[src/rtl/mbc_pkg.sv]
package mbc_pkg;
   localparam int unsigned LOW_W     = 5;
   localparam int unsigned UP_W      = 2;
   localparam int unsigned BANK_W    = 7;
   localparam int unsigned ROM_OFF_W = 14;
   localparam int unsigned RAM_OFF_W = 13;

   typedef enum logic {
      MAP_BIG_ROM = 1'b0,
      MAP_BIG_RAM = 1'b1
   } map_mode_e;

   typedef enum logic [1:0] {
      SEL_RAM_EN = 2'd0,
      SEL_LOW    = 2'd1,
      SEL_UP     = 2'd2,
      SEL_MODE   = 2'd3
   } ctrl_sel_e;

   typedef struct packed {
      logic             ram_en;
      logic [LOW_W-1:0] low;
      logic [UP_W-1:0]  up;
      map_mode_e        mode;
   } mbc_state_t;

   function automatic logic [LOW_W-1:0] low_mask(input bit collection);
      return collection ? 5'h0F : 5'h1F;
   endfunction
endpackage

[src/rtl/mbc_regs.sv]
module mbc_regs
   import mbc_pkg::*;
#(
   parameter bit COLLECTION = 1'b0
) (
   input  logic       clk,
   input  logic       rst_n,
   input  logic       wr_en,
   input  logic [1:0] sel,
   input  logic [7:0] wdata,
   output mbc_state_t state
);
   localparam logic [LOW_W-1:0] LMASK = low_mask(COLLECTION);

   logic [LOW_W-1:0] low_nz;
   logic             unused_wdata;

   assign low_nz       = (wdata[LOW_W-1:0] == '0) ? LOW_W'(1) : wdata[LOW_W-1:0];
   assign unused_wdata = ^wdata[7:LOW_W];

   always_ff @(posedge clk or negedge rst_n) begin
      if (!rst_n) begin
         state.ram_en <= 1'b0;
         state.low    <= LOW_W'(1);
         state.up     <= '0;
         state.mode   <= MAP_BIG_ROM;
      end else if (wr_en) begin
         case (ctrl_sel_e'(sel))
            SEL_RAM_EN: state.ram_en <= (wdata[3:0] == 4'hA);
            SEL_LOW:    state.low    <= low_nz & LMASK;
            SEL_UP:     state.up     <= wdata[UP_W-1:0];
            SEL_MODE:   state.mode   <= map_mode_e'(wdata[0]);
            default:    state.mode   <= state.mode;
         endcase
      end
   end

   p_ram_en_set_r1: assert property (@(posedge clk) disable iff (!rst_n)
      (wr_en && sel == 2'd0 && wdata[3:0] == 4'hA) |=> state.ram_en);
   p_ram_en_clr_r1: assert property (@(posedge clk) disable iff (!rst_n)
      (wr_en && sel == 2'd0 && wdata[3:0] != 4'hA) |=> !state.ram_en);
   p_up_hold_r3: assert property (@(posedge clk) disable iff (!rst_n)
      !(wr_en && sel == 2'd2) |=> $stable(state.up));
   p_mode_hold_r4: assert property (@(posedge clk) disable iff (!rst_n)
      !(wr_en && sel == 2'd3) |=> $stable(state.mode));
   p_low_masked_r2: assert property (@(posedge clk) disable iff (!rst_n)
      (state.low & ~LMASK) == '0);
endmodule

[src/rtl/mbc_rom_xlate.sv]
module mbc_rom_xlate
   import mbc_pkg::*;
#(
   parameter int unsigned ROM_BANKS  = 128,
   parameter bit          COLLECTION = 1'b0,
   localparam int unsigned ROM_BW    = $clog2(ROM_BANKS),
   localparam int unsigned ROM_AW    = ROM_BW + ROM_OFF_W
) (
   input  logic              clk,
   input  logic              rst_n,
   input  mbc_state_t        state,
   input  logic [14:0]       cpu_addr,
   output logic [ROM_AW-1:0] rom_addr
);
   logic [BANK_W-1:0] hi_bank;
   logic [BANK_W-1:0] fixed_bank;
   logic [BANK_W-1:0] pick;

   generate
      if (COLLECTION) begin : g_col
         assign hi_bank    = {1'b0, state.up, state.low[3:0]};
         assign fixed_bank = (state.mode == MAP_BIG_RAM) ? {1'b0, state.up, 4'b0} : '0;
      end else begin : g_std
         assign hi_bank    = {state.up, state.low};
         assign fixed_bank = (state.mode == MAP_BIG_RAM) ? {state.up, 5'b0} : '0;
      end
   endgenerate

   assign pick     = cpu_addr[14] ? hi_bank : fixed_bank;
   assign rom_addr = {pick[ROM_BW-1:0], cpu_addr[ROM_OFF_W-1:0]};

   p_fixed_bank0_r5: assert property (@(posedge clk) disable iff (!rst_n)
      (!cpu_addr[14] && state.mode == MAP_BIG_ROM) |-> rom_addr[ROM_AW-1:ROM_OFF_W] == '0);
   p_offset_pass_r11: assert property (@(posedge clk) disable iff (!rst_n)
      rom_addr[ROM_OFF_W-1:0] == cpu_addr[ROM_OFF_W-1:0]);
endmodule

[src/rtl/mbc_ram_gate.sv]
module mbc_ram_gate
   import mbc_pkg::*;
#(
   parameter int unsigned RAM_BANKS = 4,
   localparam int unsigned RAM_BW   = (RAM_BANKS > 1) ? $clog2(RAM_BANKS) : 1,
   localparam int unsigned RAM_AW   = RAM_BW + RAM_OFF_W
) (
   input  logic              clk,
   input  logic              rst_n,
   input  mbc_state_t        state,
   input  logic [15:0]       cpu_addr,
   input  logic              cpu_wr,
   input  logic [7:0]        ram_rdata,
   output logic [RAM_AW-1:0] ram_addr,
   output logic              ram_we,
   output logic              ram_win,
   output logic [7:0]        ram_dout
);
   logic              usable;
   logic [UP_W-1:0]   bank_sel;
   logic [RAM_BW-1:0] bank;

   assign ram_win  = (cpu_addr[15:13] == 3'b101);
   assign bank_sel = (state.mode == MAP_BIG_RAM) ? state.up : '0;

   generate
      if (RAM_BANKS == 0) begin : g_none
         assign usable = 1'b0;
         assign bank   = '0;
      end else if (RAM_BANKS == 1) begin : g_one
         assign usable = state.ram_en;
         assign bank   = '0;
      end else begin : g_multi
         assign usable = state.ram_en;
         assign bank   = bank_sel[RAM_BW-1:0];
      end
   endgenerate

   assign ram_addr = {bank, cpu_addr[RAM_OFF_W-1:0]};
   assign ram_we   = cpu_wr && ram_win && usable;
   assign ram_dout = usable ? ram_rdata : 8'hFF;

   p_we_needs_en_r8: assert property (@(posedge clk) disable iff (!rst_n)
      ram_we |-> state.ram_en);
   p_ram_bank0_r7: assert property (@(posedge clk) disable iff (!rst_n)
      (state.mode == MAP_BIG_ROM) |-> ram_addr[RAM_AW-1:RAM_OFF_W] == '0);
endmodule

[src/rtl/cart_bank_mapper.sv]
module cart_bank_mapper
   import mbc_pkg::*;
#(
   parameter int unsigned ROM_BANKS  = 128,
   parameter int unsigned RAM_BANKS  = 4,
   parameter bit          COLLECTION = 1'b0,
   localparam int unsigned ROM_AW    = $clog2(ROM_BANKS) + ROM_OFF_W,
   localparam int unsigned RAM_AW    = ((RAM_BANKS > 1) ? $clog2(RAM_BANKS) : 1) + RAM_OFF_W
) (
   input  logic              clk,
   input  logic              rst_n,
   input  logic [15:0]       cpu_addr,
   input  logic [7:0]        cpu_wdata,
   input  logic              cpu_wr,
   output logic [7:0]        cpu_rdata,
   output logic [ROM_AW-1:0] rom_addr,
   input  logic [7:0]        rom_rdata,
   output logic [RAM_AW-1:0] ram_addr,
   output logic              ram_we,
   input  logic [7:0]        ram_rdata
);
   generate
      if (ROM_BANKS < 2 || ROM_BANKS > 128 || (ROM_BANKS & (ROM_BANKS - 1)) != 0) begin : g_bad_rom
         $error("ROM_BANKS must be a power of two from 2 to 128");
      end
      if (RAM_BANKS > 4 || RAM_BANKS == 3) begin : g_bad_ram
         $error("RAM_BANKS must be 0, 1, 2 or 4");
      end
   endgenerate

   mbc_state_t st;
   logic       ram_win;
   logic [7:0] ram_dout;

   mbc_regs #(.COLLECTION(COLLECTION)) u_regs (
      .clk   (clk),
      .rst_n (rst_n),
      .wr_en (cpu_wr && !cpu_addr[15]),
      .sel   (cpu_addr[14:13]),
      .wdata (cpu_wdata),
      .state (st)
   );

   mbc_rom_xlate #(.ROM_BANKS(ROM_BANKS), .COLLECTION(COLLECTION)) u_rom (
      .clk      (clk),
      .rst_n    (rst_n),
      .state    (st),
      .cpu_addr (cpu_addr[14:0]),
      .rom_addr (rom_addr)
   );

   mbc_ram_gate #(.RAM_BANKS(RAM_BANKS)) u_ram (
      .clk       (clk),
      .rst_n     (rst_n),
      .state     (st),
      .cpu_addr  (cpu_addr),
      .cpu_wr    (cpu_wr),
      .ram_rdata (ram_rdata),
      .ram_addr  (ram_addr),
      .ram_we    (ram_we),
      .ram_win   (ram_win),
      .ram_dout  (ram_dout)
   );

   always_comb begin
      if (!cpu_addr[15])  cpu_rdata = rom_rdata;
      else if (ram_win)   cpu_rdata = ram_dout;
      else                cpu_rdata = 8'hFF;
   end

   p_idle_ff_r13: assert property (@(posedge clk) disable iff (!rst_n)
      (cpu_addr[15] && !ram_win) |-> cpu_rdata == 8'hFF);
   p_ram_off_ff_r8: assert property (@(posedge clk) disable iff (!rst_n)
      (ram_win && !st.ram_en) |-> cpu_rdata == 8'hFF);
endmodule

[config.mk]
export PLATFORM = sky130hd
export DESIGN_NAME = cart_bank_mapper
export DESIGN_NICKNAME = d
export VERILOG_FILES = /design/src/rtl/mbc_pkg.sv /design/src/rtl/mbc_regs.sv /design/src/rtl/mbc_rom_xlate.sv /design/src/rtl/mbc_ram_gate.sv /design/src/rtl/cart_bank_mapper.sv
export SDC_FILE = /design/constraint.sdc
export NUM_CORES = 1
export LEC_CHECK = 0
export ABC_AREA = 1
export BUFFER_PORTS_ARGS = -buffer_cell sky130_fd_sc_hd__buf_2
export CELL_PAD_IN_SITES_DETAIL_PLACEMENT = 0
export CELL_PAD_IN_SITES_GLOBAL_PLACEMENT = 2
export CORE_ASPECT_RATIO = 0.6
export CORE_MARGIN = 3
export CORE_UTILIZATION = 15
export DETAILED_ROUTE_END_ITERATION = 16
export GPL_ROUTABILITY_DRIVEN = 0
export PLACE_DENSITY_LB_ADDON = 0.1
export SLEW_MARGIN = 10
export SYNTH_ARGS = -nofsm -noshare
export SYNTH_HDL_FRONTEND = slang
export SYNTH_SLANG_ARGS = --single-unit
[constraint.sdc]
create_clock -name clk -period 0.9 [get_ports clk]
set_input_delay 0.09 -clock clk [delete_from_list [all_inputs] [get_ports clk]]
set_output_delay 0.09 -clock clk [all_outputs]
set_load 0.05 [all_outputs]
; ---- Yosys cells after proc, flatten, opt, wreduce, memory -nomap -nowiden
; Index checks and enable logic that the tools add are counted.
[op_classes]
mux = 7
n_reduce_logical = 10
eq_ne = 5
[op_table]
columns = op, n
row1 = $mux W8, 3
row2 = $mux W7, 2
row3 = $reduce_and A2 Y1, 4
row4 = $logic_not A5 Y1, 1
row5 = $mux W5, 1
row6 = $eq A2 B2 Y1 const B, 2
row7 = $eq A4 B4 Y1 const B, 1
row8 = $eq A3 B3 Y1 const B, 1
row9 = $logic_and A1 B1 Y1, 3
row10 = $eq A2 B1 Y1 const B, 1
row11 = $logic_not A2 Y1, 1
row12 = $mux W2, 1
row13 = $logic_not A1 Y1, 1
[word_totals]
ff_bits = 9
inputBits = 43
output_inout_bits = 45

; ---- Longest topological paths before layout
; Gate-level depths: netlist of run 1.
[depth]
word_depth = 3
ltp_mapped = 6
depth_no_buf = 6

; ---- Modules after synthesis
; Synthesis of run 1 repeated with hierarchy kept, for this count alone.
[hier_totals]
cells_unflattened = 161
hier_area_um2 = 947.2
[modules_own_cells]
columns = module, area_each_um2, seq_area_each_um2, cells_per_inst, instances
row1 = mbc_regs, 396.6, 226.5, 48, 1
row2 = mbc_ram_gate, 209.0, 0.0, 39, 1
row3 = cart_bank_mapper, 177.7, 0.0, 45, 1
row4 = mbc_rom_xlate, 163.9, 0.0, 29, 1

; ---- Least setup slack after synthesis of run 1
; No wires, ideal clock.
[synth_path]
kind = register to output
start = reg, netlist name u_regs.state[8]
end = out ram_we
t_required_ns = 0.810
setup_slack_ns = -0.724
arrival_ns = 1.534
path_buffers = 0
stages_incl_launch_ff = 3
cell_sequence = dfrtp_1 -> nand2_4 -> nor3_1
[synth_between]
elab_chain_cells = 1
[synth_rtl]
columns = item, line
row1 = $logic_and A1 B1 Y1, mbc_ram_gate.sv:40  ; assign ram_we = cpu_wr && ram_win && usable;
row2 = "end, declared", cart_bank_mapper.sv:19  ; output logic ram_we,
; Every way passes these cells.

; ---- Worst setup path in the final report of run 1
[layout_path]
start = reg, netlist name u_regs.state[8]
end = out cpu_rdata[3]
[layout_between]
elab_chain_cells = 3
[layout_rtl]
columns = item, line
row1 = $mux W8, mbc_ram_gate.sv:41  ; assign ram_dout = usable ? ram_rdata : 8'hFF;
row2 = $mux W8, cart_bank_mapper.sv:67  ; else if (ram_win) cpu_rdata = ram_dout;
row3 = $mux W8, cart_bank_mapper.sv:66  ; if (!cpu_addr[15]) cpu_rdata = rom_rdata;
row4 = "end, declared", cart_bank_mapper.sv:15  ; output logic [7:0] cpu_rdata,
; Every way passes these cells.

==> results.md, run 1 <==
- The routed metal-1 wirelength is about 1300 um.
- The number of failing setup endpoints in the final timing report is 18.
- The number of vias per cell is 3.59.
- Across the run, the number of max-cap violations was 0.
- The proportion of power drawn by flip-flops and latches is 28.9%.
- The final critical-path share of the clock period is 145%.
- The number of port buffers is between 40 and 50.
- The maximum clock frequency is 765 MHz.
- The first routing iteration left 7 violations.
- A synthesized cell averages roughly 6.6 um2.
- For this design, the slowest cell found on the critical path is sky130_fd_sc_hd__dfrtp_2.
- Hold is met by about 87 ps.
- Measured on the finished design, the core utilization comes to between 20% and 30%.
- Net switching is between 30% and 40% of the power.
- The max-slew violation count is 0.
- The highest layer used for signal routing is met4.
- The final layout net count is 211.
- The clock network power share is a little over a quarter.
- The Yosys step of the flow raised 0 warnings.
- In this run the vertical extent of the chip is approximately 65 um.
- The post-synth net total is ~170.
- The first-pass detailed-route iteration total is 2.
- The flow ran to the end, but the final reports show violations.
- The path category of the worst min-delay check is input pin to flip-flop.
- The die footprint is approximately 0.0067 mm2.
- Between clock sinks in the finished design, the worst skew comes to 0 ps.
- The number of placement rows is 20.
- The overall die width is between 100 and 150 um.
- The share of total power dissipated in combinational logic is between 40% and 50%.
- The total half-perimeter wirelength after legalization and detailed placement is 2190 um.
- The final worst slack is -408 ps.
- Clock latency on the worst-skew pair, taken at its later pin, is 230 ps.
- Entering global routing, the biggest net connects 13 pins.
- Synthesis produced around 130 cells.
- Buffers inserted during clock tree synthesis total 3.
- For this design, the sink count on the clock tree is 9.
- Data on the critical path is required at its endpoint by about 800 ps.
- The library cell used most frequently in the layout, excluding fill and tap cells, is sky130_fd_sc_hd__nand2_1.
- The hold violation total from the final report came to 0.
- Detailed routing inserted a total of between 800 and 900 vias.
- STA classifies the critical path startpoint as a flip-flop.
- The global-route wire length before repair is 4590 um.
- The final reports fail on negative setup slack.
- Walking the worst path, the cells encountered are nand2_4 > nor3_2 > buf_4 > nor2_4 > buf_6.
- In this run the power spent charging and discharging nets is about 740 uW.
- For this run, the register share of the synthesized area comes to between 20% and 30%.
- For the pin with the worst max-slew slack, the measured transition is 287 ps.
- STA classifies the critical path endpoint as an output port.
- In the layout the commonest cells are sky130_fd_sc_hd__nand2_1, sky130_fd_sc_hd__buf_2, sky130_fd_sc_hd__buf_6.
- The shortest period the worst path allows is about 1300 ps.
- The floorplan step defined a core boundary enclosing around 0.0053 mm2.
- The register with the most flip-flops is u_regs.state.
- For this configuration, the core starts out at a cell density of between 10% and 20%.
- IR analysis of the VDD net gives a maximum drop of slightly below 400 uV.
- The initial antenna violation count was 0.
- The total non-filler cell area in the finished layout is about 0.0014 mm2.
- The largest registers in the layout are u_regs.state x9.
- Global routing consumed, over all layers together, under 10% of the routing resources.
- The routed wire length on met2 is 1260 um.
- In this run the cell area measured after placement is roughly 0.0011 mm2.
- Counting both buffers and inverters, the worst setup path holds a total of 2.
- The worst setup path is of the flip-flop to output port kind.
- The tree is rooted in a sky130_fd_sc_hd__clkbuf_8.
- Dividing the detail-routed wire length by the instance count gives around 11 um.
- The register with the most flip-flops in the layout has 9 of them.
- The analysis attributes to cell leakage a power of ~0.76 nW.
- The clock transition at the registers of the reported paths is 50 ps.
- The via count of the first global-routing pass came to between 900 and 1000.
- Setup total negative slack on the finished layout was measured at -4480 ps.
- For this run, design rule violations remaining after detail routing come to 0.
- The repair_antennas step left the layout with diodes totalling 0.
- The power density relative to cell area is ~1300 mW/mm2.
- The total wire length after detailed routing is between 2000 and 3000 um.
- The count of different cell masters after synthesis is 17.
- In this design, the stage delay of the slowest critical-path cell is 410 ps.
- The family of cells with the greatest summed delay on the critical path is flip-flops.
- Counting along the longest clock path gives a buffer depth of 2.
- The cell area that synthesis handed to floorplanning was roughly 860 um2.
- Wire segments on met3 add up to around 130 um in the final route.
- In this run the tightest slew margin relative to its limit is between 80% and 90%.
- The residual overflow from global routing is 0.
- The peak fanout along the critical path is 5.
- During I/O placement, the number of pins put on the boundary was around 90.
- The number of nets with antenna violations after routing is 0.
- The internal power summed over all cells is between 1 and 1.5 mW.
- Data arrives at the worst endpoint at between 1000 and 1500 ps.
- TritonCTS built the clock tree.
- The area growth from synthesis to layout is 63.2%.
- In this run, synthesis produced a sequential element count of 9.
- Setup repair after global routing could not meet its margin everywhere.
- The deepest level of the CTS H-tree is 1.
- Of the cells placed in the final design, the portion with a size suffix greater than 1 is between 50 and 60%.
==> final timing paths <==
path                                  from               to  slack (ps)  cells after the start
min                           cpu_wdata[3]  u_regs.state[6]          90                      3
max reg2reg                u_regs.state[0]  u_regs.state[0]         100                      3
max                        u_regs.state[8]     cpu_rdata[3]        -410                      5
min in group asynchronous            rst_n  u_regs.state[7]         250                      2
max in group asynchronous            rst_n  u_regs.state[3]         390                      2
min reg2reg                u_regs.state[4]  u_regs.state[4]         470                      2
==> what timing repair did <==
| item | 4_1_cts | 5_1_grt |
|---|---|---|
| hold endpoints to repair | 9 | 0 |
| gates resized for setup | 51 | 3 |
| pin swaps | 3 | 4 |
| buffers inserted | 2 | 0 |
| setup endpoints to repair | 18 | 18 |
| hold buffers | 1 | 0 |
| gates cloned | 1 | 0 |
==> per-layer routing <==
metal / vias up / track usage, %
met3: 18 / 2.69
met1: 397 / 11.2
met5: - / 0
met4: 0 / 3.48
li1: 448 / -
met2: 14 / 13.8
==> worst min-delay path, stage by stage <==
cell and delay [ps]:
sky130_fd_sc_hd__buf_2 100, sky130_fd_sc_hd__nand2_1 50, sky130_fd_sc_hd__nand2_1 50
==> power by group through the flow <==
| stage | registers (mW) | logic, mW | clock network [mW] |
|---|---|---|---|
| after floorplan | 0.525 | 0.793 | 0 |
| after global placement | 0.538 | 0.677 | 0 |
| after detailed placement | 0.539 | 0.678 | 0 |
| after CTS | 0.535 | 0.838 | 0.506 |
| after global routing | 0.548 | 0.899 | 0.530 |
| final | 0.536 | 0.831 | 0.486 |
==> layout make-up <==
class	count	area, um2
inverter	14	56.3
sequential	9	228
clock buffer	4	45.0
multi-input combinational	79	507
tap	77	96.3
fill	613	3900
timing repair buffer	61	477
==> cells by family (layout without fill, tap and decap cells) <==
kind of cell,Yosys count,after routing,synth area share [%]
buffers and inverters,44,79,32.8
DFF,9,9,26.2
AOI/OAI and AO/OA,4,4,2.90
and+or+nand+nor,74,75,38.1
==> metrics by stage <==
stage                     total power, mW  instances  worst slack, ps
after detailed placement             1.22        236             -276
after CTS                            1.88        244             -429
after global placement               1.21        236             -300
after global routing                 1.98        244             -480
after floorplan                      1.32        131            -73.2
final                                1.85        244             -408
==> cell usage after synthesis <==
cell type	count	area, um2
sky130_fd_sc_hd__buf_2	1	5.00
sky130_fd_sc_hd__buf_4	27	203
sky130_fd_sc_hd__buf_6	2	22.5
sky130_fd_sc_hd__dfrtp_1	8	200
sky130_fd_sc_hd__dfstp_2	1	26.3
sky130_fd_sc_hd__inv_1	13	48.8
sky130_fd_sc_hd__inv_2	1	3.75
sky130_fd_sc_hd__nand2_1	38	143
sky130_fd_sc_hd__nand2_4	1	11.3
sky130_fd_sc_hd__nand3_1	1	5.00
sky130_fd_sc_hd__nand4_1	3	18.8
sky130_fd_sc_hd__nor2_1	20	75.1
sky130_fd_sc_hd__nor2_4	1	11.3
sky130_fd_sc_hd__nor2_8	1	20.0
sky130_fd_sc_hd__nor3_1	9	45.0
sky130_fd_sc_hd__o21a_1	2	15.0
sky130_fd_sc_hd__o21ai_0	2	10.0
(Power assumes the default switching activity.)
==> inputs of run 2 (changes only) <==
CORE_MARGIN = 5   (was 3)
CORE_UTILIZATION = 16   (was 15)
SYNTH_HIERARCHICAL = 1   (was not set)
==> results.md, run 2 <==
- In the post-route analysis, the smallest setup slack over all paths is -390 ps.
- The first-pass detailed-route iteration total is 4.
- The worst setup path is launched from a flip-flop.
- The routed design could run at a clock period as short as 1290 ps.
- Yosys mapped the design onto 17 distinct sky130hd cell types.
- Once detail routing completed, the nets flagged for antenna violations numbered 0.
- The analysis attributes to cell leakage a power of between 0.8 and 0.9 nW.
- The later-pin clock latency in the skew report is roughly 230 ps.
- Clock-pin slew was measured on the worst setup and hold paths at 50 ps.
- Headroom to the max-slew limit came out at 78.1%.
- The post-synthesis area per instance is roughly 6 um2.
- The final reports fail on negative setup slack.
- Setup repair after global routing could not meet its margin everywhere.
- The global-route wire length before repair is ~4500 um.
- The final clock skew is 0 ps.
- More flip-flops sit in one register than any other, and that register is u_regs/state.
- The flow ran to the end, but the final reports show violations.
- The clock tree from TritonCTS is yes.
- Setup violations remaining at the end of the flow were counted as 19.
- The max-slew violation count came to 0.
- The area growth from synthesis to layout is 59.8%.
- The total wire length after detailed routing is about 2800 um.
- The most frequently used cell type in the post-synthesis netlist is sky130_fd_sc_hd__nand2_1.
- Sorting the synthesized cells by how often they occur yields sky130_fd_sc_hd__nand2_1, sky130_fd_sc_hd__inv_1, sky130_fd_sc_hd__buf_4.
- The flop-to-flop setup slack is -30 ps.
- The deepest level of the CTS H-tree is 1.
- The y dimension of the die is 69.6 um.
- The post-synth net total is 204.
- For this block, the via count after detailed routing is between 900 and 1000.
- The total half-perimeter wirelength after legalization and detailed placement is 2270 um.
- The buffer cell driving the clock tree root is sky130_fd_sc_hd__clkbuf_8.
- 0 antenna diodes ended up in the layout.
- The cell count after synthesis came out at between 150 and 200.
- The share of flip-flops with an asynchronous set or reset after synthesis is between 90% and 100%.
- The largest net degree at the start of global routing is 10.
- The maximum ir drop on the vdd rail is ~450 uV.
- 88 I/O pins were placed.
- The via count of the first global-routing pass was about 950.
- The share of synthesized area spent on multiplexers is 0%.
- Dividing the final minimum period by the clock period gives 143%.
- The startpoint identified for the worst hold timing path is cpu_wdata[4].
- The prevailing post-synth register cell is sky130_fd_sc_hd__dfrtp_1.
- The top cell types in the final layout, fill and taps aside, are sky130_fd_sc_hd__nand2_1, sky130_fd_sc_hd__buf_2, sky130_fd_sc_hd__inv_1.
- For this run, the post-layout net count is around 240.
- The xor/xnor cell area share of the yosys netlist is 0%.
- The tightest min-delay check is of the input pin to flip-flop type.
- The cell area that synthesis handed to floorplanning was 947 um2.
- The main combinational cell family by area after synthesis is buffers and inverters.
- The initial cell density of the core is approximately 17%.
- The peak fanout along the critical path is 5.
- The hold violation total from the final report was 0.
- The simple-gate share of the synthesized area is 35.9%.
- The overall die width is between 100 and 150 um.
- The worst hold slack is between 70 and 80 ps.
- The number of vias per cell is about 3.5.
- The number of port buffers is 45.
- The source of the worst register-to-register timing path is u_regs/state[8].
- The fraction of synthesized cell area taken by the top area cell type is between 20 and 30%.
- The post-route netlist has 57.4% of its cells at a drive strength greater than 1.
- At the placement stage, the worst setup path has a slack of -283 ps.
- The complex-gate fraction of the synthesized area is ~2.6%.
- For the worst flop-to-flop path, the logic depth is 4.
- The hold path depth is 3.
- By area the synthesized netlist is led by sky130_fd_sc_hd__nand2_1, sky130_fd_sc_hd__buf_4, sky130_fd_sc_hd__dfrtp_1.
- The reported max-cap violation count is 0.
- The number of remaining DRC errors is 0.
- The number of buffers inserted during clock tree synthesis is 3.
- The number of placement rows is 21.
- The die covers 0.00761 mm2.
- The count of flip-flops with a built-in enable after synthesis is 0.
- STA classifies the critical path endpoint as an output port.
- Dividing the detail-routed wire length by the instance count gives slightly above 10 um.
- The category of the most critical setup path is flip-flop to output port.
- After synthesis, flip-flops and latches occupy a little under a quarter of the total area.
- The power density relative to cell area is 1290 mW/mm2.
- The largest registers in the layout are u_regs/state x9.
- Counting along the longest clock path gives a buffer depth of 2.
- The register with the most flip-flops in the layout has 9 of them.
- Leaving out fill and tap cells, the most frequent cell in the layout is sky130_fd_sc_hd__nand2_1.
- The initial antenna violation count is 0.
- The detailed router finished its first iteration with 20 violations.
- The total routing usage reported by global routing is under 10%.
- Data on the critical path arrives at its endpoint at 1200 ps.
- For this run, the number of Yosys warnings is 6.
- The clock sink count is 9.
- The actual slew at the worst max-slew pin is between 300 and 400 ps.
- In this run the worst setup path begins at u_regs/state[8].
- The worst endpoint required time is a little over 800 ps.
- For this run, the top clock speed supported by timing is just under 800 MHz.
- The residual overflow from global routing is 0.
- The core area is around 0.0056 mm2.
- Summed over all instances, the cell type with the most area after synthesis is sky130_fd_sc_hd__nand2_1.
- The number of synthesized register bits is 9.
- After Yosys synthesis, full adders, half adders and majority gates account for 0% of the synthesized area.
==> run 2: changes by cell type after synthesis, moves of 3 or more <==
| cell | delta |
|---|---|
| sky130_fd_sc_hd__nand4_1 | -3 |
| sky130_fd_sc_hd__nor3_1 | -8 |
| sky130_fd_sc_hd__nor2_1 | -13 |
| sky130_fd_sc_hd__o21ai_1 | +3 |
| sky130_fd_sc_hd__inv_1 | +18 |
| sky130_fd_sc_hd__nand2_1 | +32 |
==> run 2: final cells by class <==
| type | instances | area, um2 |
|---|---|---|
| Multi-Input combinational cell | 89 | 513 |
| Sequential cell | 9 | 229 |
| Timing Repair Buffer | 60 | 498 |
| Inverter | 33 | 129 |
| Clock buffer | 4 | 45.0 |
| Tap cell | 80 | 100 |
| Fill cell | 629 | 4140 |
==> run 2: worst paths after layout <==
kind	to
worst max-delay path	cpu_rdata[5]
worst max register to register	u_regs/state[8]
max in group asynchronous	u_regs/state[3]
min in group asynchronous	u_regs/state[5]
worst min-delay path	u_regs/state[7]
worst min register to register	u_regs/state[7]
==> run 2: logic make-up (layout without fill, tap and decap cells) <==
logic type / Yosys count / count (layout)
buffers and inverters: 63 / 97
and+or+nand+nor: 84 / 84
AOI/OAI and AO/OA: 5 / 5
DFF: 9 / 9
==> run 2: per-stage QoR <==
step,std cells,utilization (%),power [mW],TNS (ps),instance area (um2)
2_1_floorplan,161,-,1.37,-234,1030
3_5_place_dp,264,21.0,1.28,-3660,1180
4_1_cts,273,25.6,1.96,-4500,1450
6_report,275,26.8,1.95,-4400,1510
5_1_grt,275,26.8,2.09,-5540,1510
3_3_place_gp,264,21.0,1.28,-3430,1180
==> run 2: critical path, stage by stage, from the launching register on <==
cell                      delay, ps
sky130_fd_sc_hd__dfrtp_2        420
sky130_fd_sc_hd__buf_6          150
sky130_fd_sc_hd__nand2_2         50
sky130_fd_sc_hd__inv_1           30
sky130_fd_sc_hd__nand2_1         60
sky130_fd_sc_hd__nand2_2         70
sky130_fd_sc_hd__nand2_4         60
sky130_fd_sc_hd__buf_8          140
==> run 2: power breakdown <==
part           switching [mW]  internal [mW]  leakage, nW
clock                   0.161          0.309       0.0228
sequential             0.0572          0.485        0.109
combinational           0.560          0.376        0.748
==> run 2: timing repair <==
| item | 4_1_cts | 5_1_grt |
|---|---|---|
| resized for setup | 58 | 25 |
| setup endpoints to repair | 18 | 18 |
| hold endpoints to repair | 9 | 0 |
| hold buffers | 1 | 0 |
| setup buffers | 4 | 2 |
| pin swaps | 4 | 19 |
==> run 2: routing by layer <==
metal	up-vias	track usage, %	wire length (um)
met4	0	2.35	56
met2	29	11.1	1180
met3	15	2.42	179
met5	-	0	0
met1	406	10.1	1390
li1	499	-	-
